$ cat config.mk
export PLATFORM = sky130hd
export DESIGN_NAME = chip_rate_acc
export DESIGN_NICKNAME = d
export VERILOG_FILES = /design/src/rtl/chip_acc_pkg.sv /design/src/rtl/chip_acc_regs.sv /design/src/rtl/chip_acc_core.sv /design/src/rtl/chip_rate_acc.sv
export SDC_FILE = /design/constraint.sdc
export NUM_CORES = 1
export LEC_CHECK = 0
export ABC_AREA = 1
export BUFFER_PORTS_ARGS = -buffer_cell sky130_fd_sc_hd__buf_2
export CAP_MARGIN = 20
export CORE_MARGIN = 5
export CORE_UTILIZATION = 30
export CTS_BUF_LIST = sky130_fd_sc_hd__clkbuf_8
export DETAILED_ROUTE_END_ITERATION = 16
export GPL_ROUTABILITY_DRIVEN = 0
export PLACE_DENSITY = 0.44
export SYNTH_ARGS = -nofsm -noshare
export SYNTH_HDL_FRONTEND = slang
export SYNTH_SLANG_ARGS = --single-unit
$ cat constraint.sdc
create_clock -name clk_i -period 6.35 [get_ports clk_i]
set_input_delay 1.27 -clock clk_i [delete_from_list [all_inputs] [get_ports clk_i]]
set_output_delay 1.27 -clock clk_i [all_outputs]
set_load 0.01 [all_outputs]
$ cat src/rtl/chip_acc_pkg.sv
package chip_acc_pkg;
  parameter int unsigned DW       = 32;
  parameter int unsigned AW       = 4;
  parameter int unsigned NUM_REGS = 4;
  parameter int unsigned MODULUS  = 100_000_000;

  // register index = address / 4
  typedef enum logic [1:0] {
    SEL_FREQ  = 2'd0,
    SEL_PHASE = 2'd1,
    SEL_TAP_A = 2'd2,
    SEL_TAP_B = 2'd3
  } reg_sel_e;
endpackage

$ cat src/rtl/chip_acc_regs.sv
module chip_acc_regs #(
  parameter int unsigned DW   = 32,
  parameter int unsigned AW   = 4,
  parameter int unsigned NREG = 4
) (
  input  logic                     clk_i,
  input  logic                     rst_ni,
  input  logic [DW-1:0]            wr_data_i,
  input  logic [AW-1:0]            wr_addr_i,
  input  logic                     wr_stb_i,
  output logic [NREG-1:0][DW-1:0]  regs_o
);
  localparam int unsigned STRIDE = 4;

  for (genvar g = 0; g < NREG; g++) begin : g_reg
    logic hit;
    assign hit = wr_stb_i && (wr_addr_i == AW'(g * STRIDE));
    always_ff @(posedge clk_i or negedge rst_ni) begin
      if (!rst_ni)  regs_o[g] <= '0;
      else if (hit) regs_o[g] <= wr_data_i;
    end
  end
endmodule

$ cat src/rtl/chip_acc_core.sv
module chip_acc_core #(
  parameter int unsigned DW  = 32,
  parameter int unsigned MOD = 100_000_000
) (
  input  logic          clk_i,
  input  logic          rst_ni,
  input  logic          sync_i,
  input  logic          smp_vld_i,
  input  logic [DW-1:0] freq_i,
  input  logic [DW-1:0] phase_i,
  output logic [DW-1:0] acc_o,
  output logic          adv_o
);
  localparam int unsigned SW = DW + 1;
  localparam logic [SW-1:0] MOD_W = SW'(MOD);

  logic [SW-1:0] sum;
  logic [SW-1:0] wrapped;
  logic          wrap;

  // one extra bit keeps the carry until the compare
  assign sum     = {1'b0, acc_o} + {1'b0, freq_i};
  assign wrap    = (sum >= MOD_W);
  assign wrapped = sum - MOD_W;

  always_ff @(posedge clk_i or negedge rst_ni) begin
    if (!rst_ni) begin
      acc_o <= '0;
      adv_o <= 1'b0;
    end else if (sync_i) begin
      acc_o <= phase_i;
      adv_o <= 1'b0;
    end else if (smp_vld_i) begin
      acc_o <= wrap ? wrapped[DW-1:0] : sum[DW-1:0];
      adv_o <= wrap;
    end else begin
      adv_o <= 1'b0;
    end
  end
endmodule

$ cat src/rtl/chip_rate_acc.sv
module chip_rate_acc
  import chip_acc_pkg::*;
(
  input  logic          clk_i,
  input  logic          rst_ni,
  input  logic [31:0]   wr_data_i,
  input  logic [3:0]    wr_addr_i,
  input  logic          wr_stb_i,
  input  logic          sync_i,
  input  logic          smp_vld_i,
  output logic [31:0]   data_o,
  output logic [31:0]   acc_o,
  output logic          chip_adv_o,
  output logic [31:0]   tap_a_o,
  output logic [31:0]   tap_b_o
);
  logic [NUM_REGS-1:0][DW-1:0] regs;
  logic [DW-1:0] freq_q;
  logic [DW-1:0] phase_q;

  chip_acc_regs #(.DW(DW), .AW(AW), .NREG(NUM_REGS)) u_regs (
    .clk_i     (clk_i),
    .rst_ni    (rst_ni),
    .wr_data_i (wr_data_i),
    .wr_addr_i (wr_addr_i),
    .wr_stb_i  (wr_stb_i),
    .regs_o    (regs)
  );

  assign freq_q  = regs[SEL_FREQ];
  assign phase_q = regs[SEL_PHASE];
  assign tap_a_o = regs[SEL_TAP_A];
  assign tap_b_o = regs[SEL_TAP_B];

  chip_acc_core #(.DW(DW), .MOD(MODULUS)) u_core (
    .clk_i     (clk_i),
    .rst_ni    (rst_ni),
    .sync_i    (sync_i),
    .smp_vld_i (smp_vld_i),
    .freq_i    (freq_q),
    .phase_i   (phase_q),
    .acc_o     (acc_o),
    .adv_o     (chip_adv_o)
  );

  assign data_o = wr_data_i;
endmodule

==> impl_metrics.tcl, run 1 <==
set metrics [dict create \
    drv_slew 0 \
    hold_violations 0 \
    top_level_ports 170 \
    synth_nets 1553 \
    postLayoutSetupSlackWorst_ns 2.66 \
    setup_viol 0 \
    vias 9338 \
    ys.flop_type "dfrtp_1" \
    path_max_fanout 25 \
    worst_pin_slew_ns 0.820 \
    hold_path.class "flip-flop to flip-flop" \
    ctsHoldBuffers 0 \
    std_cell_rows 68 \
    synthCells 1477 \
    cts.clk_slew.worst_paths_ns 0.09 \
    cts_sinks 161 \
    cts_buffer_depth 2 \
    filler_cell_count 3837 \
    antenna_cells 0 \
    synth-seq-area-share 0.383 \
    path_cells "ha_1 > fa_1 > nand3_1 > nand3_1 > nand2_1 > nand2_1 > xnor2_2 > inv_1 > ha_1 > nand2_1 > nor2_1 > nand2_1 > nor2_1 > nand2_1 > nor2_1 > nand2_1 > nor3_2 > nand2_4 > nand3_4 > nand2_1 > nand2_1 > nand2_1 > nand2_1" \
    remaining_drc_errors 0 \
    insertion_delay_ns 0.47 \
    cts_setup_buffers 0 \
    max_freq_ghz 0.271 \
    async_flop_share 1.00 \
    synth_area_per_cell_um2 7.12 \
    maxCapViolCount 0 \
    drt_pass1_iterations 6 \
    viasPerCell 4.66 \
    area_growth_pct 10.1 \
    crit_path_start "u_core.acc_o[0]$_DFFE_PN0P_" \
    grt_pass1_wl_um 52200 \
    start_util 0.304 \
    cts_buffers 17 \
    grt_max_degree 65 \
    worstPathRequired_ns 6.74 \
    cts_tree "yes" \
    crit_top_cell "nand2_1" \
    coreArea_um2 34500 \
    yosysWarnings 0 \
    finalClockSkew_ns 0.0230 \
    drive_above_1_share 0.177 \
    cp_slowest_stage_delay_ns 0.45 \
    wl_um 33100 \
    cts_resized 0 \
    dpl.hpwl_um 26000 \
    cp_slowest_cell "fa_1" \
    port_buffers 169 \
    finalSetupTns_ns 0 \
    synth_adder_area_share 0.0424 \
    critPathTopFamily "simple AND/OR/NAND/NOR gates" \
    crit_buf_inv 1 \
    synth-simple-area-share 0.309 \
    die_area_um2 38900 \
    status "completed" \
    fin_nets 1614 \
    syn_area_um2 10500 \
    synth_mux_area_frac 0 \
    grtUsageTotal 0.170 \
    total_power_mw 5.04 \
    synth_edf_count 0 \
    synth_xor_area_frac 0.0165 \
    fp.dieH_um 197 \
    grt_pass1_vias 9096 \
    p_leak_nw 6.45 \
    wl_per_cell_um 16.5 \
    drt_iter0_drc 688 \
    postRouteAntennaNets 0 \
    root_buffer "clkbuf_8" \
    grt_overflow 0 \
    synth_compound_gate_area_share 0.101 \
    antenna_found_initial 0 \
    powerDensity_nw_per_um2 435 \
    maxSlewHeadroom 0.453 \
    grt_setup_unrepaired "no" \
    reg2reg_from "u_core.acc_o[0]$_DFFE_PN0P_" \
    htreeDepth 4 \
    fin_crit_ns 3.69 \
    dp_slack_ns 2.70 \
    die_x_um 197 \
    vdd_ir_drop_max_v 0.000165 \
    setup.worst_path.end_class "flip-flop" \
    synth_cell_types 40 \
    min_from "u_regs.regs_o[66]$_DFFE_PN0P_" \
    critPathLaunchType "flip-flop" \
    synth_top_family_by_area "simple AND/OR/NAND/NOR gates" \
    path_class "flip-flop to flip-flop" \
    fin_crit_sh 0.581 \
    ys_ff_latch 161 \
    arrival_ns 4.08 \
]
-- where the power goes --
| group | switching, mW | internal (mW) |
|---|---|---|
| clock | 0.421 | 0.436 |
| sequential | 0.234 | 1.28 |
| combinational | 1.79 | 0.887 |
| total | 2.44 | 2.60 |
-- per-stage QoR --
stage | std cells | area (um2) | hold WS [ns] | utilization
3_3_place_gp | 1974 | 11100 | 0.461 | 0.322
2_1_floorplan | 1477 | 10500 | 0.453 | -
5_1_grt | 2005 | 11600 | 0.513 | 0.335
4_1_cts | 2005 | 11600 | 0.491 | 0.335
6_report | 2005 | 11600 | 0.485 | 0.335
3_5_place_dp | 1974 | 11100 | 0.468 | 0.322
-- final timing paths --
path                                                 endpoint  slack [ns]  cells past startpoint
worst max-delay path             u_core.acc_o[17]$_DFFE_PN0P_        2.66                     23
worst min-delay path            u_regs.regs_o[66]$_DFFE_PN0P_        0.48                      2
worst max register to register   u_core.acc_o[17]$_DFFE_PN0P_        2.66                     23
worst min register to register  u_regs.regs_o[66]$_DFFE_PN0P_        0.48                      2
max in group asynchronous       u_regs.regs_o[85]$_DFFE_PN0P_        4.47                      2
min in group asynchronous       u_regs.regs_o[68]$_DFFE_PN0P_        0.71                      1
-- tightest hold or removal path, stage by stage (launching register included) --
cell and delay, ns:
dfrtp_1 0.34, nand2_1 0.05, o21ai_0 0.06
-- layer usage --
| metal | vias to the layer above | wire (um) | GRT usage | part of all wire |
|---|---|---|---|---|
| met1 | 4389 | 16400 | 0.252 | 0.50 |
| met3 | 34 | 1300 | 0.0225 | 0.039 |
| li1 | 4703 | - | - | - |
| met5 | - | 0 | 0 | 0 |
| met4 | 0 | 763 | 0.0552 | 0.023 |
| met2 | 212 | 14600 | 0.258 | 0.44 |
-- layout make-up --
cell class | count | area (um2) | share of cell area
Inverter | 177 | 664 | 0.0574
Tap cell | 455 | 569 | 0.0492
Clock buffer | 17 | 234 | 0.0202
Multi-Input combinational cell | 1003 | 4950 | 0.428
Sequential cell | 161 | 4030 | 0.348
Timing Repair Buffer | 178 | 920 | 0.0795
Clock inverter | 14 | 204 | 0.0176
-- cells in the mapped netlist, types with 4 or more instances --
| master | instances | area share |
|---|---|---|
| xnor2_1 | 4 | 0.0033 |
| inv_1 | 172 | 0.061 |
| nand3_2 | 7 | 0.0067 |
| ha_1 | 34 | 0.040 |
| nor2_2 | 12 | 0.0071 |
| nor2_1 | 61 | 0.022 |
| a21oi_1 | 26 | 0.012 |
| o21ai_0 | 134 | 0.064 |
| nand2_2 | 20 | 0.012 |
| nand4_1 | 32 | 0.019 |
| nor2_4 | 5 | 0.0054 |
| buf_4 | 97 | 0.069 |
| nand2_1 | 530 | 0.19 |
| xor2_1 | 14 | 0.012 |
| clkbuf_1 | 33 | 0.012 |
| buf_2 | 4 | 0.0019 |
| inv_2 | 4 | 0.0014 |
| a22oi_1 | 23 | 0.016 |
| dfrtp_1 | 161 | 0.38 |
| nand3_1 | 71 | 0.034 |
| nor3_1 | 6 | 0.0029 |
-- cells in the final DEF (no fill, tap or decap), types with 3 or more instances in the layout --
master     synthesis  routed
nand3_2            7      11
buf_2              4     168
nand3_1           71      67
clkbuf_8           0      17
xnor2_1            4       4
inv_6              0       4
nor2_2            12      14
a21oi_1           26      26
o211ai_1           3       3
nor2_4             5       5
dfrtp_1          161     161
nor3_1             6       6
inv_2              4       4
a22oi_1           23      23
nand2_1          530     530
nor2_1            61      59
xor2_1            14      14
ha_1              34      34
inv_1            172     172
o21bai_1           3       3
nand2_2           20      20
o21ai_0          134     134
bufinv_16          0       4
nand4_1           32      32
buf_4             97       9
-- flip-flops by register name, indices dropped and copies added, names as in the netlist --
signal	cells
u_core.adv_o	1
u_core.acc_o	32
u_regs.regs_o	128
-- cells by family (layout without fill, tap and decap cells) --
| logic type | Yosys count | in the layout |
|---|---|---|
| simple gates | 755 | 755 |
| buf+inv | 313 | 386 |
| compound gates | 194 | 194 |
| flops | 161 | 161 |
| fa+ha+maj | 35 | 35 |
| xor+xnor | 19 | 19 |
(Power assumes the default switching activity.)
==> run 2, diff against run 1 <==
--- a/config.mk
+++ b/config.mk
@@ -5,7 +5,7 @@
 export SDC_FILE = /design/constraint.sdc
 export NUM_CORES = 1
 export LEC_CHECK = 0
-export ABC_AREA = 1
+export ABC_AREA = 0
 export BUFFER_PORTS_ARGS = -buffer_cell sky130_fd_sc_hd__buf_2
 export CAP_MARGIN = 20
 export CORE_MARGIN = 5
@@ -13,7 +13,7 @@
 export CTS_BUF_LIST = sky130_fd_sc_hd__clkbuf_8
 export DETAILED_ROUTE_END_ITERATION = 16
 export GPL_ROUTABILITY_DRIVEN = 0
-export PLACE_DENSITY = 0.44
+export PLACE_DENSITY = 0.46
 export SYNTH_ARGS = -nofsm -noshare
 export SYNTH_HDL_FRONTEND = slang
 export SYNTH_SLANG_ARGS = --single-unit
==> constraint.sdc (replaced) <==
create_clock -name clk_i -period 3.3 [get_ports clk_i]
set_input_delay 0.66 -clock clk_i [delete_from_list [all_inputs] [get_ports clk_i]]
set_output_delay 0.66 -clock clk_i [all_outputs]
set_load 0.01 [all_outputs]
==> run 2 against run 1 <==
Compared with the run above:
- the flow now finishes with violations (setup timing)
- clock skew decreased by 0.0047 ns
- area after synthesis decreased by 5.9%
- via count decreased by 11%
- sequential share of layout area decreased by 4.6 points
- synthesized cell count decreased by 36%
- non-clock buffer count increased by 237
- setup slack got worse by 3.0 ns
- critical path type unchanged
- highest routed layer unchanged
==> impl_metrics.tcl, run 2 <==
set metrics [dict create \
    status "finished with violations" \
    violations "setup timing" \
    syn_area_um2 9890 \
    drt_iter0_drc 427 \
    largest_reg_flops 128 \
    synth-seq-area-share 0.407 \
    grt_overflow 0 \
    grt_max_degree 62 \
    worstPathRequired_ns 3.67 \
    htreeDepth 4 \
    yosysWarnings 0 \
    critPathLaunchType "flip-flop" \
    path_class "flip-flop to flip-flop" \
    fp.dieH_um 192 \
    yosysMostFrequentCell "dfrtp_1" \
    reg2reg_depth 15 \
    start_util 0.304 \
    maxSlewHeadroom 0.454 \
    async_flop_share 1.00 \
    hold_violations 0 \
    reg_top3 "u_regs.regs_o x128, u_core.acc_o x32, u_core.adv_o x1" \
    root_buffer "clkbuf_8" \
    vdd_ir_drop_max_v 0.000313 \
    ctsHoldBuffers 0 \
    fin_crit_sh 1.10 \
    regMostFlops "u_regs.regs_o" \
    remaining_drc_errors 0 \
    insertion_delay_ns 0.47 \
    dpl.hpwl_um 24800 \
    max_freq_ghz 0.275 \
    dp_slack_ns -0.660 \
    drive_above_1_share 0.549 \
    synthTopCellsByArea "dfrtp_1 (41%), mux2_2 (15%), buf_4 (7.5%)" \
    grtUsageTotal 0.175 \
    ys_ff_latch 161 \
    synth_cell_types 79 \
    coreArea_um2 32500 \
    path_max_fanout 4 \
    synth_area_per_cell_um2 10.5 \
    yosys.area.top_type_share 0.407 \
    viasPerCell 4.92 \
    synth_edf_count 0 \
    cts_buffers 17 \
    synthTopCellsByCount "dfrtp_1 (161), mux2_2 (129), buf_4 (99)" \
    cts_tree "yes" \
    std_cell_rows 66 \
    cts_sinks 161 \
    p_leak_nw 6.19 \
    postRouteAntennaNets 0 \
    antenna_found_initial 0 \
    worst_pin_slew_ns 0.815 \
    die_area_um2 36700 \
    drt_pass1_iterations 5 \
    die_x_um 192 \
    setup.worst_path.end_class "flip-flop" \
    vias 8315 \
    synth_nets 1017 \
    wl_um 31900 \
    r2r_end "u_core.acc_o[31]$_DFFE_PN0P_" \
    finalClockSkew_ns 0.0183 \
    maxCapViolCount 0 \
    antenna_cells 0 \
    grt_setup_unrepaired "yes" \
    r2r_setup_slack_ns -0.34 \
    port_buffers 169 \
    ys.flop_type "dfrtp_1" \
    setup_viol 25 \
    fin_util 0.411 \
    postLayoutSetupSlackWorst_ns -0.339 \
    grt_pass1_wl_um 49600 \
    fin_nets 1310 \
    area_growth_pct 35.1 \
    fin_crit_ns 3.64 \
    synthCells 941 \
    drv_slew 0 \
    reg2reg_from "u_regs.regs_o[0]$_DFFE_PN0P_" \
    yosys.area.top_type "dfrtp_1" \
    cts.clk_slew.worst_paths_ns 0.10 \
    powerDensity_nw_per_um2 1030 \
    cts_buffer_depth 2 \
    hold_path.class "input port to async pin" \
    mostFrequentLayoutCell "buf_4" \
    final_cell_mix "buf_4 (233), buf_2 (168), dfrtp_1 (158)" \
    top_level_ports 170 \
    wl_per_cell_um 18.9 \
    grt_pass1_vias 8437 \
    arrival_ns 4.01 \
]
-- run 2: cell count changes in the layout (fill, tap and decap cells not counted), sizes merged, moves of 15 or more --
cell    change
inv       -170
o21ai      -92
nand2     -491
nor2       -39
buf       +237
a21oi      +20
mux2      +129
a211oi     +17
nand4      -15
mux2i      +16
nand3      -59
-- run 2: how the worst max path moves through the flow --
stage | from | end | slack, ns | cells after the start
final | u_regs.regs_o[0]$_DFFE_PN0P_ | u_core.acc_o[31]$_DFFE_PN0P_ | -0.34 | 15
after global routing | u_core.acc_o[2]$_DFFE_PN0P_ | u_core.acc_o[11]$_DFFE_PN0P_ | -0.53 | 13
after CTS | u_regs.regs_o[0]$_DFFE_PN0P_ | u_core.acc_o[11]$_DFFE_PN0P_ | -0.31 | 13
after detailed placement | u_regs.regs_o[0]$_DFFE_PN0P_ | u_core.acc_o[31]$_DFFE_PN0P_ | -0.66 | 15
after global placement | u_regs.regs_o[0]$_DFFE_PN0P_ | u_core.acc_o[31]$_DFFE_PN0P_ | -0.61 | 15
after floorplan | u_core.acc_o[0]$_DFFE_PN0P_ | u_core.acc_o[31]$_DFFE_PN0P_ | -0.06 | 13
-- run 2: cells by family after synthesis --
logic type / share of synthesized area
xor gates and xnor gates: 0.0221
muxes: 0.163
buffers and inverters: 0.0977
adders and majority gates: 0.0450
and+or+nand+nor: 0.109
AOI/OAI and AO/OA: 0.155
DFF: 0.407
-- run 2: area by class of cell --
cell class	count	area, um2
clock inverters	14	173
repair buffers	415	2760
fillers	3261	19200
well taps	442	553
flip-flops and latches	161	4030
clock buffers	18	248
multi-input cells	632	5570
inverters	7	26.3
-- run 2: critical path: stages, from the launching register on --
cell and delay [ns]:
dfrtp_1 0.42, ha_4 0.18, buf_4 0.13, a211oi_4 0.32, o21a_2 0.21, o211a_1 0.23
buf_4 0.15, a2bb2oi_1 0.23, nand4_1 0.20, buf_4 0.19, or4b_4 0.50, a211oi_4 0.26
o21ai_2 0.11, nor2b_4 0.15, a311oi_2 0.19, nor2_1 0.07
-- run 2: power breakdown --
part / switching (mW) / leakage [nW] / internal (mW)
logic: 4.54 / 4.00 / 4.72
clock network: 0.843 / 0.211 / 0.719
registers: 0.419 / 1.98 / 2.52
total: 5.81 / 6.19 / 7.96
-- run 2: repair_timing --
action | 4_1_cts | 5_1_grt
setup endpoints to repair | 25 | 25
gates cloned | 1 | 0
pin swaps | 26 | 16
buffers inserted | 22 | 8
gates resized for setup | 95 | 20
-- run 2: per-layer routing --
| layer | vias to the layer above | wire, um | global-route usage |
|---|---|---|---|
| li1 | 3952 | - | - |
| met3 | 20 | 1140 | 0.0268 |
| met5 | - | 0 | 0 |
| met2 | 171 | 14200 | 0.267 |
| met1 | 4172 | 16200 | 0.262 |
| met4 | 0 | 380 | 0.0414 |
-- run 2: per-stage QoR --
step | cell area (um2) | hold WS (ns) | instances | setup TNS [ns] | total power [mW]
after floorplan | 10000 | 0.364 | 941 | -0.117 | 7.16
after global placement | 12100 | 0.461 | 1628 | -12.48 | 10.8
after detailed placement | 12100 | 0.470 | 1628 | -13.44 | 10.8
after CTS | 13200 | 0.112 | 1681 | -5.84 | 13.5
after global routing | 13400 | 0.143 | 1689 | -11.41 | 14.7
final | 13400 | 0.143 | 1689 | -6.49 | 13.8
==> run 3, diff against run 2 <==
--- a/config.mk
+++ b/config.mk
@@ -14,6 +14,7 @@
 export DETAILED_ROUTE_END_ITERATION = 16
 export GPL_ROUTABILITY_DRIVEN = 0
 export PLACE_DENSITY = 0.46
+export RECOVER_POWER = 25
 export SYNTH_ARGS = -nofsm -noshare
 export SYNTH_HDL_FRONTEND = slang
 export SYNTH_SLANG_ARGS = --single-unit
==> run 3 against run 2 <==
Compared with the run above:
- the run ends with capacitance limit, slew limit, setup timing left
- global-route usage unchanged
- design area down 0.12%
- core utilization about the same
- non-clock buffer count unchanged
- register-to-register slack about the same
- sequential power about the same
- combinational power about the same
- sequential cell count unchanged
- routed wire length about the same
- via count about the same
==> impl_metrics.tcl, run 3 (same netlist as run 2, synthesis figures left out) <==
set metrics [dict create \
    hold_slack_ns 0.486 \
    drt_iter0_drc 423 \
    setup_viol 25 \
    die_x_um 192 \
    maxCapViolCount 1 \
    grt_setup_unrepaired "yes" \
    hold_violations 0 \
    grt_pass1_wl_um 49600 \
    p_leak_nw 6.18 \
    postRouteAntennaNets 0 \
    cts_buffers 17 \
    fin_crit_ns 3.64 \
    path_class "flip-flop to flip-flop" \
    max_freq_ghz 0.275 \
    root_buffer "clkbuf_8" \
    fin_nets 1310 \
    final_cell_mix "buf_4 (231), buf_2 (168), dfrtp_1 (158)" \
    setup.worst_path.end_class "flip-flop" \
    viasPerCell 4.92 \
    port_buffers 169 \
    finalSetupTns_ns -6.56 \
    ctsHoldBuffers 0 \
    worst_pin_slew_ns 2.86 \
    cts_tree "yes" \
    remaining_drc_errors 0 \
    violations "capacitance limit, slew limit, setup timing" \
    wl_um 31900 \
    dpl.hpwl_um 24800 \
    endpoint "u_core.acc_o[31]$_DFFE_PN0P_" \
    powerDensity_nw_per_um2 1030 \
    reg2reg_from "u_regs.regs_o[0]$_DFFE_PN0P_" \
    grt_overflow 0 \
    drv_slew 54 \
    postLayoutSetupSlackWorst_ns -0.338 \
    reg_top3 "u_regs.regs_o x128, u_core.acc_o x32, u_core.adv_o x1" \
    antenna_found_initial 0 \
    antenna_cells 0 \
    status "finished with violations" \
    drt_pass1_iterations 5 \
    vias 8314 \
    r2r_end "u_core.acc_o[31]$_DFFE_PN0P_" \
    arrival_ns 4.01 \
    mostFrequentLayoutCell "buf_4" \
    cts_sinks 161 \
    dp_slack_ns -0.660 \
    path_max_fanout 4 \
    r2r_setup_slack_ns -0.34 \
    crit_path_start "u_regs.regs_o[0]$_DFFE_PN0P_" \
    die_area_um2 36700 \
    htreeDepth 4 \
    std_cell_rows 66 \
    worstPathRequired_ns 3.67 \
    grt_max_degree 62 \
    hold_path.class "input port to flip-flop" \
    grtUsageTotal 0.175 \
    insertion_delay_ns 0.47 \
    largest_reg_flops 128 \
    critPathLaunchType "flip-flop" \
    finalClockSkew_ns 0.0183 \
    cts_buffer_depth 2 \
    total_power_mw 13.8 \
    fp.dieH_um 192 \
    drive_above_1_share 0.549 \
    maxSlewHeadroom -0.910 \
    fin_crit_sh 1.10 \
    coreArea_um2 32500 \
    start_util 0.304 \
    fin_util 0.410 \
    top_level_ports 170 \
    cts.clk_slew.worst_paths_ns 0.10 \
    area_growth_pct 34.9 \
    regMostFlops "u_regs.regs_o" \
    wl_per_cell_um 18.9 \
    reg2reg_depth 15 \
    vdd_ir_drop_max_v 0.000313 \
    grt_pass1_vias 8437 \
]
[run 3: cell types whose count changed in the layout (fill, tap and decap cells not counted)]
cell	delta
clkbuf_4	+2
clkbuf_1	+1
buf_4	-2
buf_12	-1
[run 3: routing by layer]
layer	GRT usage	part of all wire
met3	0.0268	0.034
met1	0.262	0.51
met4	0.0414	0.013
met2	0.267	0.45
met5	0	0
[run 3: worst min path at each step]
| stage | start | endpoint | slack, ns | depth (start not counted) |
|---|---|---|---|---|
| 6_report | wr_data_i[12] | u_regs.regs_o[12]$_DFFE_PN0P_ | 0.49 | 2 |
| 5_1_grt | wr_data_i[12] | u_regs.regs_o[44]$_DFFE_PN0P_ | 0.46 | 2 |
| 4_1_cts | rst_ni | u_regs.regs_o[37]$_DFFE_PN0P_ | 0.11 | 1 |
| 3_3_place_gp | u_regs.regs_o[39]$_DFFE_PN0P_ | u_core.acc_o[7]$_DFFE_PN0P_ | 0.46 | 2 |
| 2_1_floorplan | rst_ni | u_core.acc_o[0]$_DFFE_PN0P_ | 0.36 | 0 |
| 3_5_place_dp | u_regs.regs_o[39]$_DFFE_PN0P_ | u_core.acc_o[7]$_DFFE_PN0P_ | 0.47 | 2 |
[run 3: report_power, final]
part | internal, mW | switching [mW]
Sequential | 2.52 | 0.419
Combinational | 4.72 | 4.54
Clock | 0.719 | 0.846
Total | 7.95 | 5.81
[run 3: what timing repair did]
action | in CTS | in global routing
hold endpoints to repair | 0 | 0
setup buffers | 22 | 8
resized for setup | 95 | 20
pin swaps | 26 | 16
gates cloned | 1 | 0
endpoints found under the setup margin | 25 | 25
[run 3: cell type report]
class | instances | area (um2)
sequential | 161 | 4030
tap | 442 | 553
clock buffer | 18 | 248
fill | 3266 | 19200
inverter | 7 | 26.3
multi-input combinational | 632 | 5570
timing repair buffer | 415 | 2740
clock inverter | 14 | 173
[run 3: worst max-delay path, cell delays in order, from the launching register on]
cell       delay [ns]
dfrtp_1          0.42
ha_4             0.18
buf_4            0.13
a211oi_4         0.32
o21a_2           0.21
o211a_1          0.23
buf_4            0.15
a2bb2oi_1        0.23
nand4_1          0.20
buf_4            0.19
or4b_4           0.50
a211oi_4         0.26
o21ai_2          0.11
nor2b_4          0.15
a311oi_2         0.19
nor2_1           0.07
[run 3: stage by stage]
stage / instances / cell area, um2
floorplan: 941 / 10000
global placement: 1628 / 12100
detailed placement: 1628 / 12100
CTS: 1681 / 13200
global route: 1689 / 13300
finish: 1689 / 13300
